[src/rtl/dte_pkg.sv]
package dte_pkg;
    typedef enum logic [3:0] {
        ST_IDLE, ST_RD0, ST_RD1, ST_RD2, ST_RD3,
        ST_XR, ST_XW, ST_WB0, ST_WB1, ST_WB2, ST_FIN
    } state_e;

    localparam int MB_DIR  = 0;
    localparam int MB_WIDE = 1;
    localparam int MB_BINC = 2;
    localparam int MB_IINC = 3;

    localparam logic [1:0] END_ACTIVE = 2'b00;
    localparam logic [1:0] END_COUNT  = 2'b01;
    localparam logic [1:0] END_STOP   = 2'b11;
endpackage

[src/rtl/dte_arb.sv]
module dte_arb #(
    parameter int NSRC  = 8,
    parameter int SRC_W = $clog2(NSRC)
) (
    input  logic             clk,
    input  logic             rst_n,
    input  logic [NSRC-1:0]  pend,
    output logic             grant_vld,
    output logic [SRC_W-1:0] grant_src
);
    always_comb begin
        grant_vld = 1'b0;
        grant_src = '0;
        for (int i = 0; i < NSRC; i++) begin
            if (pend[i]) begin
                grant_vld = 1'b1;
                grant_src = SRC_W'(i);
            end
        end
    end

    // granted source is pending and nothing above it is
    a_r11_highest_first: assert property (@(posedge clk) disable iff (!rst_n)
        grant_vld |-> ((pend >> grant_src) == NSRC'(1)));
endmodule

[src/rtl/dte_icr.sv]
module dte_icr import dte_pkg::*; #(
    parameter int NSRC  = 8,
    parameter int SRC_W = $clog2(NSRC),
    parameter int CH_W  = 4
) (
    input  logic                   clk,
    input  logic                   rst_n,
    input  logic                   cfg_we,
    input  logic [SRC_W-1:0]       cfg_src,
    input  logic                   cfg_en,
    input  logic [CH_W-1:0]        cfg_ch,
    input  logic                   start_we,
    input  logic [SRC_W-1:0]       start_src,
    input  logic                   done_we,
    input  logic [SRC_W-1:0]       done_src,
    input  logic [1:0]             done_code,
    output logic [NSRC-1:0]        en,
    output logic [NSRC*CH_W-1:0]   ch_flat,
    output logic [2*NSRC-1:0]      st_flat
);
    typedef struct packed {
        logic [NSRC-1:0]           en;
        logic [NSRC-1:0][CH_W-1:0] ch;
        logic [NSRC-1:0][1:0]      st;
    } icr_t;

    icr_t r_d, r_q;

    always_comb begin
        r_d = r_q;
        if (start_we) r_d.st[start_src] = END_ACTIVE;
        if (cfg_we) begin
            r_d.en[cfg_src] = cfg_en;
            r_d.ch[cfg_src] = cfg_ch;
            r_d.st[cfg_src] = END_ACTIVE;
        end
        if (done_we) begin
            r_d.en[done_src] = 1'b0;
            r_d.st[done_src] = done_code;
        end
    end

    always_ff @(posedge clk or negedge rst_n) begin
        if (!rst_n) r_q <= '0;
        else        r_q <= r_d;
    end

    assign en      = r_q.en;
    assign ch_flat = r_q.ch;
    assign st_flat = r_q.st;

    // an end code is recorded and the source disabled
    a_r7_end_recorded: assert property (@(posedge clk) disable iff (!rst_n)
        done_we |=> (!r_q.en[$past(done_src)] && r_q.st[$past(done_src)] == $past(done_code)));

    // a control write leaves the end code at 00
    a_r12_cfg_clears_code: assert property (@(posedge clk) disable iff (!rst_n)
        (cfg_we && !(done_we && done_src == cfg_src)) |=> (r_q.st[$past(cfg_src)] == END_ACTIVE));
endmodule

[src/rtl/dte_engine.sv]
module dte_engine import dte_pkg::*; #(
    parameter int NSRC      = 8,
    parameter int SRC_W     = $clog2(NSRC),
    parameter int NCH       = 16,
    parameter int CH_W      = $clog2(NCH),
    parameter int AW        = 16,
    parameter int DW        = 16,
    parameter int DESC_BASE = 'h100
) (
    input  logic             clk,
    input  logic             rst_n,
    input  logic             grant_vld,
    input  logic [SRC_W-1:0] grant_src,
    input  logic [CH_W-1:0]  grant_ch,
    input  logic [NSRC-1:0]  stop_req,
    input  logic [DW-1:0]    mem_rdata,
    output logic             mem_req,
    output logic             mem_we,
    output logic             mem_wide,
    output logic [AW-1:0]    mem_addr,
    output logic [DW-1:0]    mem_wdata,
    output logic             cpu_stall,
    output logic             start_we,
    output logic             done_we,
    output logic [SRC_W-1:0] done_src,
    output logic [1:0]       done_code,
    output logic [NSRC-1:0]  svc_ack
);
    localparam int DESC_BYTES = 8;
    localparam int DESC_SHIFT = $clog2(DESC_BYTES);
    localparam int WIN_LO     = DESC_BASE;
    localparam int WIN_HI     = DESC_BASE + NCH * DESC_BYTES;

    typedef struct packed {
        state_e           st;
        logic [SRC_W-1:0] src;
        logic [AW-1:0]    base;
        logic [7:0]       mode;
        logic [DW-1:0]    cnt;
        logic [AW-1:0]    io;
        logic [AW-1:0]    bf;
        logic             stop;
    } eng_t;

    eng_t r_d, r_q;
    logic [AW-1:0] step;
    logic          desc_phase;

    assign step = r_q.mode[MB_WIDE] ? AW'(2) : AW'(1);

    always_comb begin
        r_d       = r_q;
        mem_req   = 1'b0;
        mem_we    = 1'b0;
        mem_wide  = 1'b1;
        mem_addr  = '0;
        mem_wdata = '0;
        start_we  = 1'b0;
        done_we   = 1'b0;
        done_code = END_ACTIVE;
        svc_ack   = '0;
        unique case (r_q.st)
            ST_IDLE: if (grant_vld) begin
                r_d.src  = grant_src;
                r_d.base = AW'(DESC_BASE) + (AW'(grant_ch) << DESC_SHIFT);
                start_we = 1'b1;
                r_d.st   = ST_RD0;
            end
            ST_RD0: begin
                mem_req  = 1'b1;
                mem_addr = r_q.base;
                r_d.st   = ST_RD1;
            end
            ST_RD1: begin
                mem_req  = 1'b1;
                mem_addr = r_q.base + AW'(2);
                r_d.mode = mem_rdata[7:0];
                r_d.st   = ST_RD2;
            end
            ST_RD2: begin
                mem_req  = 1'b1;
                mem_addr = r_q.base + AW'(4);
                r_d.cnt  = mem_rdata;
                r_d.st   = ST_RD3;
            end
            ST_RD3: begin
                mem_req  = 1'b1;
                mem_addr = r_q.base + AW'(6);
                r_d.io   = AW'(mem_rdata);
                r_d.st   = ST_XR;
            end
            ST_XR: begin
                r_d.bf   = AW'(mem_rdata);
                mem_req  = 1'b1;
                mem_wide = r_q.mode[MB_WIDE];
                mem_addr = r_q.mode[MB_DIR] ? AW'(mem_rdata) : r_q.io;
                r_d.st   = ST_XW;
            end
            ST_XW: begin
                mem_req   = 1'b1;
                mem_we    = 1'b1;
                mem_wide  = r_q.mode[MB_WIDE];
                mem_addr  = r_q.mode[MB_DIR] ? r_q.io : r_q.bf;
                mem_wdata = mem_rdata;
                r_d.stop  = stop_req[r_q.src];
                r_d.cnt   = r_q.cnt - DW'(1);
                if (r_q.mode[MB_BINC]) r_d.bf = r_q.bf + step;
                if (r_q.mode[MB_IINC]) r_d.io = r_q.io + step;
                r_d.st    = ST_WB0;
            end
            ST_WB0: begin
                mem_req   = 1'b1;
                mem_we    = 1'b1;
                mem_addr  = r_q.base + AW'(2);
                mem_wdata = r_q.cnt;
                r_d.st    = ST_WB1;
            end
            ST_WB1: begin
                mem_req   = 1'b1;
                mem_we    = 1'b1;
                mem_addr  = r_q.base + AW'(4);
                mem_wdata = DW'(r_q.io);
                r_d.st    = ST_WB2;
            end
            ST_WB2: begin
                mem_req   = 1'b1;
                mem_we    = 1'b1;
                mem_addr  = r_q.base + AW'(6);
                mem_wdata = DW'(r_q.bf);
                r_d.st    = ST_FIN;
            end
            ST_FIN: begin
                if (r_q.stop) begin
                    done_we   = 1'b1;
                    done_code = END_STOP;
                end else if (r_q.cnt == '0) begin
                    done_we   = 1'b1;
                    done_code = END_COUNT;
                end else begin
                    svc_ack = NSRC'(1) << r_q.src;
                end
                r_d.st = ST_IDLE;
            end
            default: r_d.st = ST_IDLE;
        endcase
    end

    always_ff @(posedge clk or negedge rst_n) begin
        if (!rst_n) r_q <= '{st: ST_IDLE, default: '0};
        else        r_q <= r_d;
    end

    assign cpu_stall  = (r_q.st != ST_IDLE);
    assign done_src   = r_q.src;
    assign desc_phase = (r_q.st inside {ST_RD0, ST_RD1, ST_RD2, ST_RD3, ST_WB0, ST_WB1, ST_WB2});

    // memory is touched only while the CPU is held
    a_r1_mem_under_stall: assert property (@(posedge clk) disable iff (!rst_n)
        mem_req |-> cpu_stall);

    // descriptor traffic stays in the descriptor window
    a_r2_desc_window: assert property (@(posedge clk) disable iff (!rst_n)
        (desc_phase && mem_req) |-> (int'(mem_addr) >= WIN_LO && int'(mem_addr) < WIN_HI));

    // at most one source acknowledged at a time
    a_r9_ack_onehot: assert property (@(posedge clk) disable iff (!rst_n)
        $onehot0(svc_ack));

    // an ending service is never acknowledged
    a_r7_end_no_ack: assert property (@(posedge clk) disable iff (!rst_n)
        done_we |-> (svc_ack == '0));
endmodule

[src/rtl/irq_xfer_engine.sv]
module irq_xfer_engine #(
    parameter int NSRC      = 8,
    parameter int SRC_W     = $clog2(NSRC),
    parameter int NCH       = 16,
    parameter int CH_W      = $clog2(NCH),
    parameter int AW        = 16,
    parameter int DW        = 16,
    parameter int DESC_BASE = 'h100
) (
    input  logic              clk,
    input  logic              rst_n,
    input  logic [NSRC-1:0]   irq_req,
    input  logic [NSRC-1:0]   stop_req,
    input  logic              cfg_we,
    input  logic [SRC_W-1:0]  cfg_src,
    input  logic              cfg_en,
    input  logic [CH_W-1:0]   cfg_ch,
    output logic              mem_req,
    output logic              mem_we,
    output logic              mem_wide,
    output logic [AW-1:0]     mem_addr,
    output logic [DW-1:0]     mem_wdata,
    input  logic [DW-1:0]     mem_rdata,
    output logic              cpu_stall,
    output logic [NSRC-1:0]   cpu_irq,
    output logic [NSRC-1:0]   svc_ack,
    output logic [NSRC-1:0]   icr_en,
    output logic [2*NSRC-1:0] icr_status
);
    logic [NSRC*CH_W-1:0] ch_flat;
    logic                 grant_vld;
    logic [SRC_W-1:0]     grant_src;
    logic [CH_W-1:0]      grant_ch;
    logic                 start_we;
    logic                 done_we;
    logic [SRC_W-1:0]     done_src;
    logic [1:0]           done_code;

    assign cpu_irq  = irq_req & ~icr_en;
    assign grant_ch = ch_flat[grant_src*CH_W +: CH_W];

    dte_arb #(.NSRC(NSRC), .SRC_W(SRC_W)) u_arb (
        .clk(clk), .rst_n(rst_n), .pend(irq_req & icr_en),
        .grant_vld(grant_vld), .grant_src(grant_src)
    );

    dte_icr #(.NSRC(NSRC), .SRC_W(SRC_W), .CH_W(CH_W)) u_icr (
        .clk(clk), .rst_n(rst_n),
        .cfg_we(cfg_we), .cfg_src(cfg_src), .cfg_en(cfg_en), .cfg_ch(cfg_ch),
        .start_we(start_we), .start_src(grant_src),
        .done_we(done_we), .done_src(done_src), .done_code(done_code),
        .en(icr_en), .ch_flat(ch_flat), .st_flat(icr_status)
    );

    dte_engine #(
        .NSRC(NSRC), .SRC_W(SRC_W), .NCH(NCH), .CH_W(CH_W),
        .AW(AW), .DW(DW), .DESC_BASE(DESC_BASE)
    ) u_eng (
        .clk(clk), .rst_n(rst_n),
        .grant_vld(grant_vld), .grant_src(grant_src), .grant_ch(grant_ch),
        .stop_req(stop_req), .mem_rdata(mem_rdata),
        .mem_req(mem_req), .mem_we(mem_we), .mem_wide(mem_wide),
        .mem_addr(mem_addr), .mem_wdata(mem_wdata), .cpu_stall(cpu_stall),
        .start_we(start_we), .done_we(done_we), .done_src(done_src),
        .done_code(done_code), .svc_ack(svc_ack)
    );

    // a service only starts from an enabled pending request
    a_r10_start_needs_enable: assert property (@(posedge clk) disable iff (!rst_n)
        $rose(cpu_stall) |-> $past(|(irq_req & icr_en)));
endmodule

[config.mk]
export PLATFORM = sky130hd
export DESIGN_NAME = irq_xfer_engine
export DESIGN_NICKNAME = d
export VERILOG_FILES = /design/src/rtl/dte_pkg.sv /design/src/rtl/dte_arb.sv /design/src/rtl/dte_icr.sv /design/src/rtl/dte_engine.sv /design/src/rtl/irq_xfer_engine.sv
export SDC_FILE = /design/constraint.sdc
export NUM_CORES = 1
export LEC_CHECK = 0
export BUFFER_PORTS_ARGS = -buffer_cell sky130_fd_sc_hd__buf_2
export CAP_MARGIN = 20
export CORE_MARGIN = 3
export CORE_UTILIZATION = 55
export CTS_CLUSTER_DIAMETER = 150
export CTS_CLUSTER_SIZE = 12
export DETAILED_ROUTE_END_ITERATION = 16
export GPL_TIMING_DRIVEN = 0
export HOLD_SLACK_MARGIN = 0.15
export PLACE_DENSITY = 0.79
export SLEW_MARGIN = 20
export SYNTH_ARGS = -nofsm -noshare
export SYNTH_HDL_FRONTEND = slang
export SYNTH_SLANG_ARGS = --single-unit
[constraint.sdc]
create_clock -name clk -period 2.71 [get_ports clk]
set_input_delay 0.1355 -clock clk [delete_from_list [all_inputs] [get_ports clk]]
set_output_delay 0.1355 -clock clk [all_outputs]
set_load 0.005 [all_outputs]
### Word-level counts from Yosys, hierarchy flattened

Index checks and enable logic that the tools add are counted.

| storage, ports and cells | value |
|---|---|
| logic and storage cells | 142 |
| bits in latches | 0 |
| register bits | 132 |
| output and inout bits | 76 |
| bits in read-only memories | 0 |
| memory bits (writable) | 0 |
| input bits | 43 |
| memories kept | 0 |

| cells by class | value |
|---|---|
| divide/modulo/power cells | 0 |
| multipliers | 0 |
| bitwise gates (word level) | 9 |
| eq/ne operators | 13 |
| magnitude comparators | 6 |
| shift-type cells | 2 |
| reductions and logical operators | 18 |
| multiplexer cells | 62 |
| add/sub/neg operators | 7 |

Operator list:

| cell | count |
|---|---|
| 16-bit 2-to-1 mux | 6 |
| 16-bit one-hot mux with 2 select lines | 3 |
| 16-bit one-hot mux with 6 select lines | 1 |
| 16-bit one-hot mux with 4 select lines | 1 |
| 56-bit 2-to-1 mux | 1 |
| 4-bit one-hot mux with 10 select lines | 1 |
| 16-bit adder | 2 |
| 16-bit by 3-bit adder with 16-bit output, second input constant | 2 |
| 16-bit bitwise AND | 2 |
| 32-bit bitwise mux | 1 |
| 8-bit 2-to-1 mux | 4 |
| 16-bit inverter | 2 |
| 32-bit by 6-bit indexed part select with 4-bit output | 1 |
| 8-bit bitwise AND | 3 |
| 23-bit 2-to-1 mux | 1 |
| 1-bit 2-to-1 mux | 21 |
| 2-bit demux with 3-bit select | 3 |
| 16-bit by 2-bit adder with 16-bit output, second input constant | 1 |
| 16-bit bitwise mux | 1 |
| 4-bit by 3-bit equality test with 1-bit output, second input constant | 4 |
| 16-bit logical NOT | 1 |
| 2-bit 2-to-1 mux | 8 |
| 8-bit inverter | 2 |
| 16-bit by 1-bit subtractor with 16-bit output, second input constant | 1 |
| other kinds (23) | 44 |

### Logic depth before layout (Yosys ltp)

Gate-level depths: netlist of the first run.

| depth | value |
|---|---|
| word-level depth | 19 |
| gate-level depth with buffers | 9 |
| mapped depth without buffers | 9 |

### Cells and area by module

A second synthesis of the first run with hierarchy kept.

| unflattened totals | value |
|---|---|
| cell total of the unflattened synthesis | 811 |
| area, all modules | 7532.2 sq um |

Modules (own cells, without submodules):

| module | instances | seq. area each (sq um) | area each (sq um) | cells an instance |
|---|---|---|---|---|
| dte_engine | 1 | 1626.6 | 4642.0 | 573 |
| dte_icr | 1 | 1401.3 | 2462.4 | 196 |
| irq_xfer_engine | 1 | 0.0 | 370.4 | 30 |
| dte_arb | 1 | 0.0 | 57.6 | 12 |

### Worst setup path after synthesis of the first run

Ideal clock, no wire load.

| timing path | value |
|---|---|
| kind | register -> output |
| start point | register u_eng.r_q[40] (netlist name) |
| end point | output port svc_ack[3] |
| stages on the path, launching flop included | 7 |
| arrival time | 1979 ps |
| setup slack | 595 ps |
| buffers on the path | 1 |
| data required time | 2575 ps |
| cell sequence | dfrtp_1 or4_1 clkbuf_2 or4_4 nor2_1 a211o_1 nor3_1 |

| between the ends | value |
|---|---|
| cells in the longest elaborated chain, start to end | 4 |

Ends and longest elaborated chain:

| what | line | text |
|---|---|---|
| start: declaration | dte_engine.sv:45 | `eng_t r_d, r_q;` |
| start signal: assignment | dte_engine.sv:150 | `else r_q <= r_d;` |
| 16-bit logical NOT | dte_engine.sv:136 | `end else if (r_q.cnt == '0) begin` |
| 8-bit 2-to-1 mux | dte_engine.sv:136 |  |
| 8-bit 2-to-1 mux | dte_engine.sv:133 | `if (r_q.stop) begin` |
| 8-bit 2-to-1 mux | dte_engine.sv:62 | `unique case (r_q.st)` |
| end: declaration | irq_xfer_engine.sv:26 | `output logic [NSRC-1:0] svc_ack,` |

Every way passes these cells.

### Final worst setup path of the first run

| timing path | value |
|---|---|
| start point | register u_eng.r_q[41] (netlist name) |
| end point | output port svc_ack[3] |

The elaborated chain is that of the path after synthesis.

==> results.sh, run 1 <==
export IMPL_status="finished with violations"
export IMPL_violations="negative setup slack"
export IMPL_first_iter_violations=1373
export IMPL_std_cell_rows=41
export IMPL_area_delta_synth_final_pct=24.1
export IMPL_cp_required_ns=2.57
export IMPL_setup_tns_ns=-0.00662
export IMPL_htreeDepth=4
export IMPL_end_kind="primary output"
export IMPL_ios=119
export IMPL_crit_fanout=8
export IMPL_fin_hold_ws_ns=0.235
export IMPL_synth_avg_cell_area_sq_um=8.77
export IMPL_async_flop_share_pct=100
export IMPL_cts_buffers=17
export IMPL_drc_errors=0
export IMPL_synth_top_family_by_area="compound AO/OA/AOI/OAI gates"
export IMPL_final_nets=1049
export IMPL_fin_crit_sh_pct=100
export IMPL_netlist_area_sq_um=7350
export IMPL_synthSimpleGateAreaFrac_pct=19.2
export IMPL_arrival_ns=2.58
export IMPL_place_gp_congestion=0.995
export IMPL_setup_violations_final=1
export IMPL_num_antenna_cells=0
export IMPL_timing_slew_headroom_pct=20.9
export IMPL_postSynthCellCount=838
export IMPL_initial_core_util_pct=57.3
export IMPL_vias=8137
export IMPL_critPathKind="reg2out"
export IMPL_detailed_place_hpwl_microns=18700
export IMPL_synth_compound_area_share_pct=27.7
export IMPL_cts_sinks=121
export IMPL_final_cell_mix="dfrtp_1 (120), buf_2 (118), nand2_1 (102), a21oi_1 (84), nor2_1 (61)"
export IMPL_fillers=991
export IMPL_power_density_nw_per_um2=1170
export IMPL_grt_total_usage_pct=36.5
export IMPL_multi_input_area_sq_um=4090
export IMPL_post_route_util_pct=71.2
export IMPL_start_kind="register"
export IMPL_detail_route_vias_per_cell=6.88
export IMPL_final_common_cell="dfrtp_1"
export IMPL_synth_main_ff_cell="dfrtp_1"
export IMPL_drive_gt1_share_pct=22.8
export IMPL_synthAdderAreaFrac_pct=1.40
export IMPL_maxCapViolCount=0
export IMPL_synth_warnings=0
export IMPL_drtAntennaViolNets=0
export IMPL_wl_microns=26800
export IMPL_die_area_sq_um=14800
export IMPL_clkTransAtPathRegs_ns=0.05
export IMPL_coreArea_sq_um=12800
export IMPL_clock_latency_ns=0.42
export IMPL_synth_seq_cells=121
export IMPL_die_y_microns=122
export IMPL_syn_nets=888
export IMPL_finalHoldViolCount=0
export IMPL_grt_max_degree=74
export IMPL_portBuffers=115
export IMPL_dr_pass1_iters=6
export IMPL_fmax_mhz=368
export IMPL_rsz0062_at_grt="true"
export IMPL_synth_area_mux_share_pct=6.13
export IMPL_fin_ws_ns=-0.00662
export IMPL_place_ws_ns=-0.0103
export IMPL_slew_viol_final=0
export IMPL_grt_pass1_vias=7531
export IMPL_worst_pin_slew_ns=1.18
export IMPL_power_leakage_uw=0.00397
export IMPL_peakVddDrop_uv=516
export IMPL_register_area_sq_um=3030
export IMPL_synth_edf_count=0
export IMPL_fp_dieW_microns=122
export IMPL_synth_cell_types=68
export IMPL_wire_per_inst_microns=22.7
export IMPL_clock_path_buffers=2
export IMPL_hold_class="in2async"
export IMPL_grt_antenna_before_repair=0
export IMPL_grt_overflow=0
export IMPL_synth_xor_area_share_pct=0.119
export IMPL_grt_pass1_wl_microns=41600
export IMPL_root_buffer="clkbuf_16"
export IMPL_ys_seq_area_share_pct=41.2
export IMPL_fin_crit_ns=2.72
export IMPL_tritoncts="done"
export IMPL_fin_skew_ns=0.00909
==> timing repair <==
action,CTS,global route
pin swaps,1,1
endpoints found under the hold margin,175,0
setup buffers,1,3
hold buffers,24,0
setup endpoints to repair,44,53
resized for setup,22,38
==> layout make-up <==
cell class	instances	share of cell area, %
multi-input cells	640	44.8
inverters	15	0.617
plain buffers	60	3.11
clock buffers	23	5.24
clock inverters	8	1.04
well taps	172	2.36
repair buffers	144	9.64
flip-flops and latches	121	33.2
==> power by group <==
part / internal (uW) / switching [uW] / total (uW) / leakage, uW
logic: 1980 / 3280 / 5250 / 0.00225
clock network: 1410 / 816 / 2230 / 0.000279
registers: 2450 / 738 / 3190 / 0.00144
total: 5850 / 4830 / 10700 / 0.00397
==> logic make-up (layout without fill, tap and decap cells) <==
kind of cell | after synthesis | after routing
xor+xnor | 1 | 1
simple gates | 290 | 290
compound gates | 301 | 301
flops | 121 | 121
fa+ha+maj | 7 | 7
mux | 41 | 41
buf+inv | 77 | 250
==> path summary, 6_finish.rpt <==
kind	from	to	slack [ns]	cells after the start
setup / recovery	u_eng.r_q[41]	svc_ack[3]	-0.007	7
hold / removal	rst_n	u_eng.r_q[46]	0.24	2
setup reg to reg	u_eng.r_q[76]	u_icr.st_flat[1]	0.16	7
hold reg to reg	register	register	0.47	2
max in group asynchronous	rst_n	u_eng.r_q[21]	1.74	3
min in group clk	cfg_src[0]	register	0.29	4
==> metal layers <==
| metal | GRT usage, % | part of all wire [%] |
|---|---|---|
| met1 | 49.8 | 38 |
| met4 | 16.9 | 4.4 |
| met3 | 11.0 | 14 |
| met5 | 0 | 0 |
| met2 | 53.6 | 44 |
==> cell usage after synthesis (14+ instances only) <==
| cell type | number | area (sq um) |
|---|---|---|
| nand3_1 | 21 | 105 |
| o21ai_0 | 41 | 205 |
| nor2b_1 | 20 | 125 |
| nand2_1 | 102 | 383 |
| a221oi_1 | 31 | 272 |
| clkbuf_1 | 48 | 180 |
| o22ai_1 | 14 | 87.6 |
| a21oi_1 | 84 | 420 |
| nor3_1 | 21 | 105 |
| dfrtp_1 | 121 | 3030 |
| a22oi_1 | 38 | 285 |
| inv_1 | 15 | 56.3 |
| nor2_1 | 65 | 244 |
| mux2_2 | 32 | 360 |
==> stage by stage <==
step	cells	power (uW)	area (sq um)
final	1183	10700	9130
after global routing	1183	11200	9130
after CTS	1181	10300	9050
after detailed placement	1126	7990	8180
after global placement	1125	7880	8140
after floorplan	838	6130	7350
==> critical path, cell delays in order, from the launching register on <==
cell and delay, ns:
dfrtp_1 0.44, or4_4 0.51, buf_6 0.15, or4_4 0.46, nor2_4 0.18, a211o_4 0.21
nor3_1 0.07, buf_2 0.15
Note: power is estimated with default switching activity, not from simulation.
==> run 2: changes to the inputs <==
--- a/config.mk
+++ b/config.mk
@@ -7,6 +7,7 @@
 export LEC_CHECK = 0
 export BUFFER_PORTS_ARGS = -buffer_cell sky130_fd_sc_hd__buf_2
 export CAP_MARGIN = 20
+export CORE_ASPECT_RATIO = 0.7
 export CORE_MARGIN = 3
 export CORE_UTILIZATION = 55
 export CTS_CLUSTER_DIAMETER = 150
==> run 2 against run 1 <==
  * The run now ends clean
  * Sequential share of layout area rose by 0.073 points
  * Fmax up 1.7%
  * Design area shrank 0.22%
  * Non-clock buffer count down 1
  * Worst hold slack gained 0.023 ns
  * First-iteration DRC count is 12% lower
==> results.sh, run 2 (synthesized netlist as in run 1, its figures left out) <==
export IMPL_status="finished clean"
export IMPL_fp_dieW_microns=144
export IMPL_grt_antenna_before_repair=0
export IMPL_cts_sinks=121
export IMPL_maxCapViolCount=0
export IMPL_cp_startpoint="u_eng.r_q[79]"
export IMPL_grt_pass1_wl_microns=40400
export IMPL_grt_total_usage_pct=35.9
export IMPL_setup_violations_final=0
export IMPL_grt_max_degree=66
export IMPL_num_antenna_cells=0
export IMPL_crit_fanout=10
export IMPL_final_common_cell="buf_2"
export IMPL_dr_wl_met2_microns=10300
export IMPL_worst_pin_slew_ns=1.04
export IMPL_worstReg2RegStart="u_icr.en[7]"
export IMPL_die_area_sq_um=14800
export IMPL_post_route_util_pct=71.6
export IMPL_critPathKind="reg2out"
export IMPL_top_layer_used="met4"
export IMPL_p_total_uw=10700
export IMPL_grt_pass1_vias=7190
export IMPL_clock_latency_ns=0.42
export IMPL_dr_pass1_iters=7
export IMPL_std_cell_rows=34
export IMPL_fin_crit_sh_pct=98.6
export IMPL_power_leakage_uw=0.00395
export IMPL_first_iter_violations=1210
export IMPL_fin_ws_ns=0.0391
export IMPL_htreeDepth=4
export IMPL_portBuffers=115
export IMPL_rrSetupSlack_ns=0.15
export IMPL_vias=7947
export IMPL_cp_required_ns=2.57
export IMPL_dp_cells=1116
export IMPL_slew_viol_final=0
export IMPL_end_kind="primary output"
export IMPL_route_met3_wl_microns=4130
export IMPL_cts_buffers=17
export IMPL_area_delta_synth_final_pct=23.9
export IMPL_place_ws_ns=-0.0754
export IMPL_final_nets=1048
export IMPL_ios=119
export IMPL_detail_route_vias_per_cell=6.77
export IMPL_die_y_microns=103
export IMPL_wl_microns=26600
export IMPL_drive_gt1_share_pct=22.7
export IMPL_wire_per_inst_microns=22.6
export IMPL_place_area_sq_um=8160
export IMPL_root_buffer="clkbuf_16"
export IMPL_stdcell_count=1173
export IMPL_tritoncts="done"
export IMPL_coreArea_sq_um=12700
export IMPL_reg2reg_depth=5
export IMPL_start_kind="register"
export IMPL_hold_class="in2async"
export IMPL_fin_skew_ns=0.0104
export IMPL_detailed_place_hpwl_microns=18900
export IMPL_finalHoldViolCount=0
export IMPL_peakVddDrop_uv=635
export IMPL_place_gp_congestion=1.02
export IMPL_clock_path_buffers=2
export IMPL_drtAntennaViolNets=0
export IMPL_arrival_ns=2.54
export IMPL_fin_crit_ns=2.67
export IMPL_r2r_end="u_icr.st_flat[5]"
export IMPL_grt_overflow=0
export IMPL_power_density_nw_per_um2=1170
export IMPL_final_cell_mix="buf_2 (121), dfrtp_1 (120), nand2_1 (102), a21oi_1 (84), nor2_1 (61)"
export IMPL_drc_errors=0
export IMPL_wl_met1_microns=11500
export IMPL_timing_slew_headroom_pct=30.4
export IMPL_final_area_sq_um=9110
export IMPL_initial_core_util_pct=57.8
export IMPL_fmax_mhz=374
export IMPL_clkTransAtPathRegs_ns=0.06
run 2: cell types whose count changed in the layout (fill, tap and decap cells not counted), moves of 2 or more:
cell / delta
buf_4: -3
clkbuf_2: -4
clkinv_4: +4
clkbuf_4: +3
clkinv_2: -2
clkbuf_8: -2
inv_6: +2
buf_2: +3
run 2: how the worst max path moves through the flow:
stage                         endpoint  slack [ns]  depth (start not counted)
after global routing      mem_wdata[5]      -0.001                          8
after CTS                  mem_addr[3]        0.02                          7
after detailed placement  mem_wdata[5]       -0.08                          8
after global placement    mem_wdata[5]       -0.08                          8
final                     mem_wdata[2]        0.04                          8
after floorplan             svc_ack[3]        0.60                          6
run 2: stage by stage:
stage          hold WS, ns   TNS, ns
2_1_floorplan       -0.160         0
3_3_place_gp         0.426     -5.34
3_5_place_dp         0.144    -0.515
4_1_cts              0.250         0
5_1_grt              0.304  -0.00119
6_report             0.259         0
run 2: timing repair:
| item | 4_1_cts | 5_1_grt |
|---|---|---|
| gates cloned | 0 | 0 |
| gates resized for setup | 25 | 27 |
| setup buffers | 1 | 1 |
| hold buffers | 24 | 0 |
| pin swaps | 1 | 0 |
| endpoints found under the setup margin | 40 | 37 |
| endpoints found under the hold margin | 118 | 0 |
run 2: routing by layer:
metal  global-route usage (%)  up-vias
met5                    0.658        -
met4                     9.32        0
met3                     14.2       82
met2                     46.7      630
met1                     55.0     3739
li1                         -     3496
run 2: cell type report:
type	count	area (sq um)
multi-input combinational	640	4070
fill	974	3610
sequential	121	3030
timing repair buffer	142	865
clock buffer	19	443
buffer	61	294
tap	162	203
clock inverter	13	145
inverter	15	56.3
run 2: report_power, final:
group,switching (uW),internal [uW]
logic,3210,1970
registers,766,2450
clock network,878,1380
total,4850,5800
run 2: critical path, stage by stage, from the launching register on:
cell and delay (ns):
dfrtp_1 0.42, clkbuf_2 0.20, and4bb_2 0.37, clkbuf_8 0.20, clkbuf_4 0.26, clkbuf_4 0.29, a22oi_1 0.12, nand2_1 0.13
buf_2 0.12
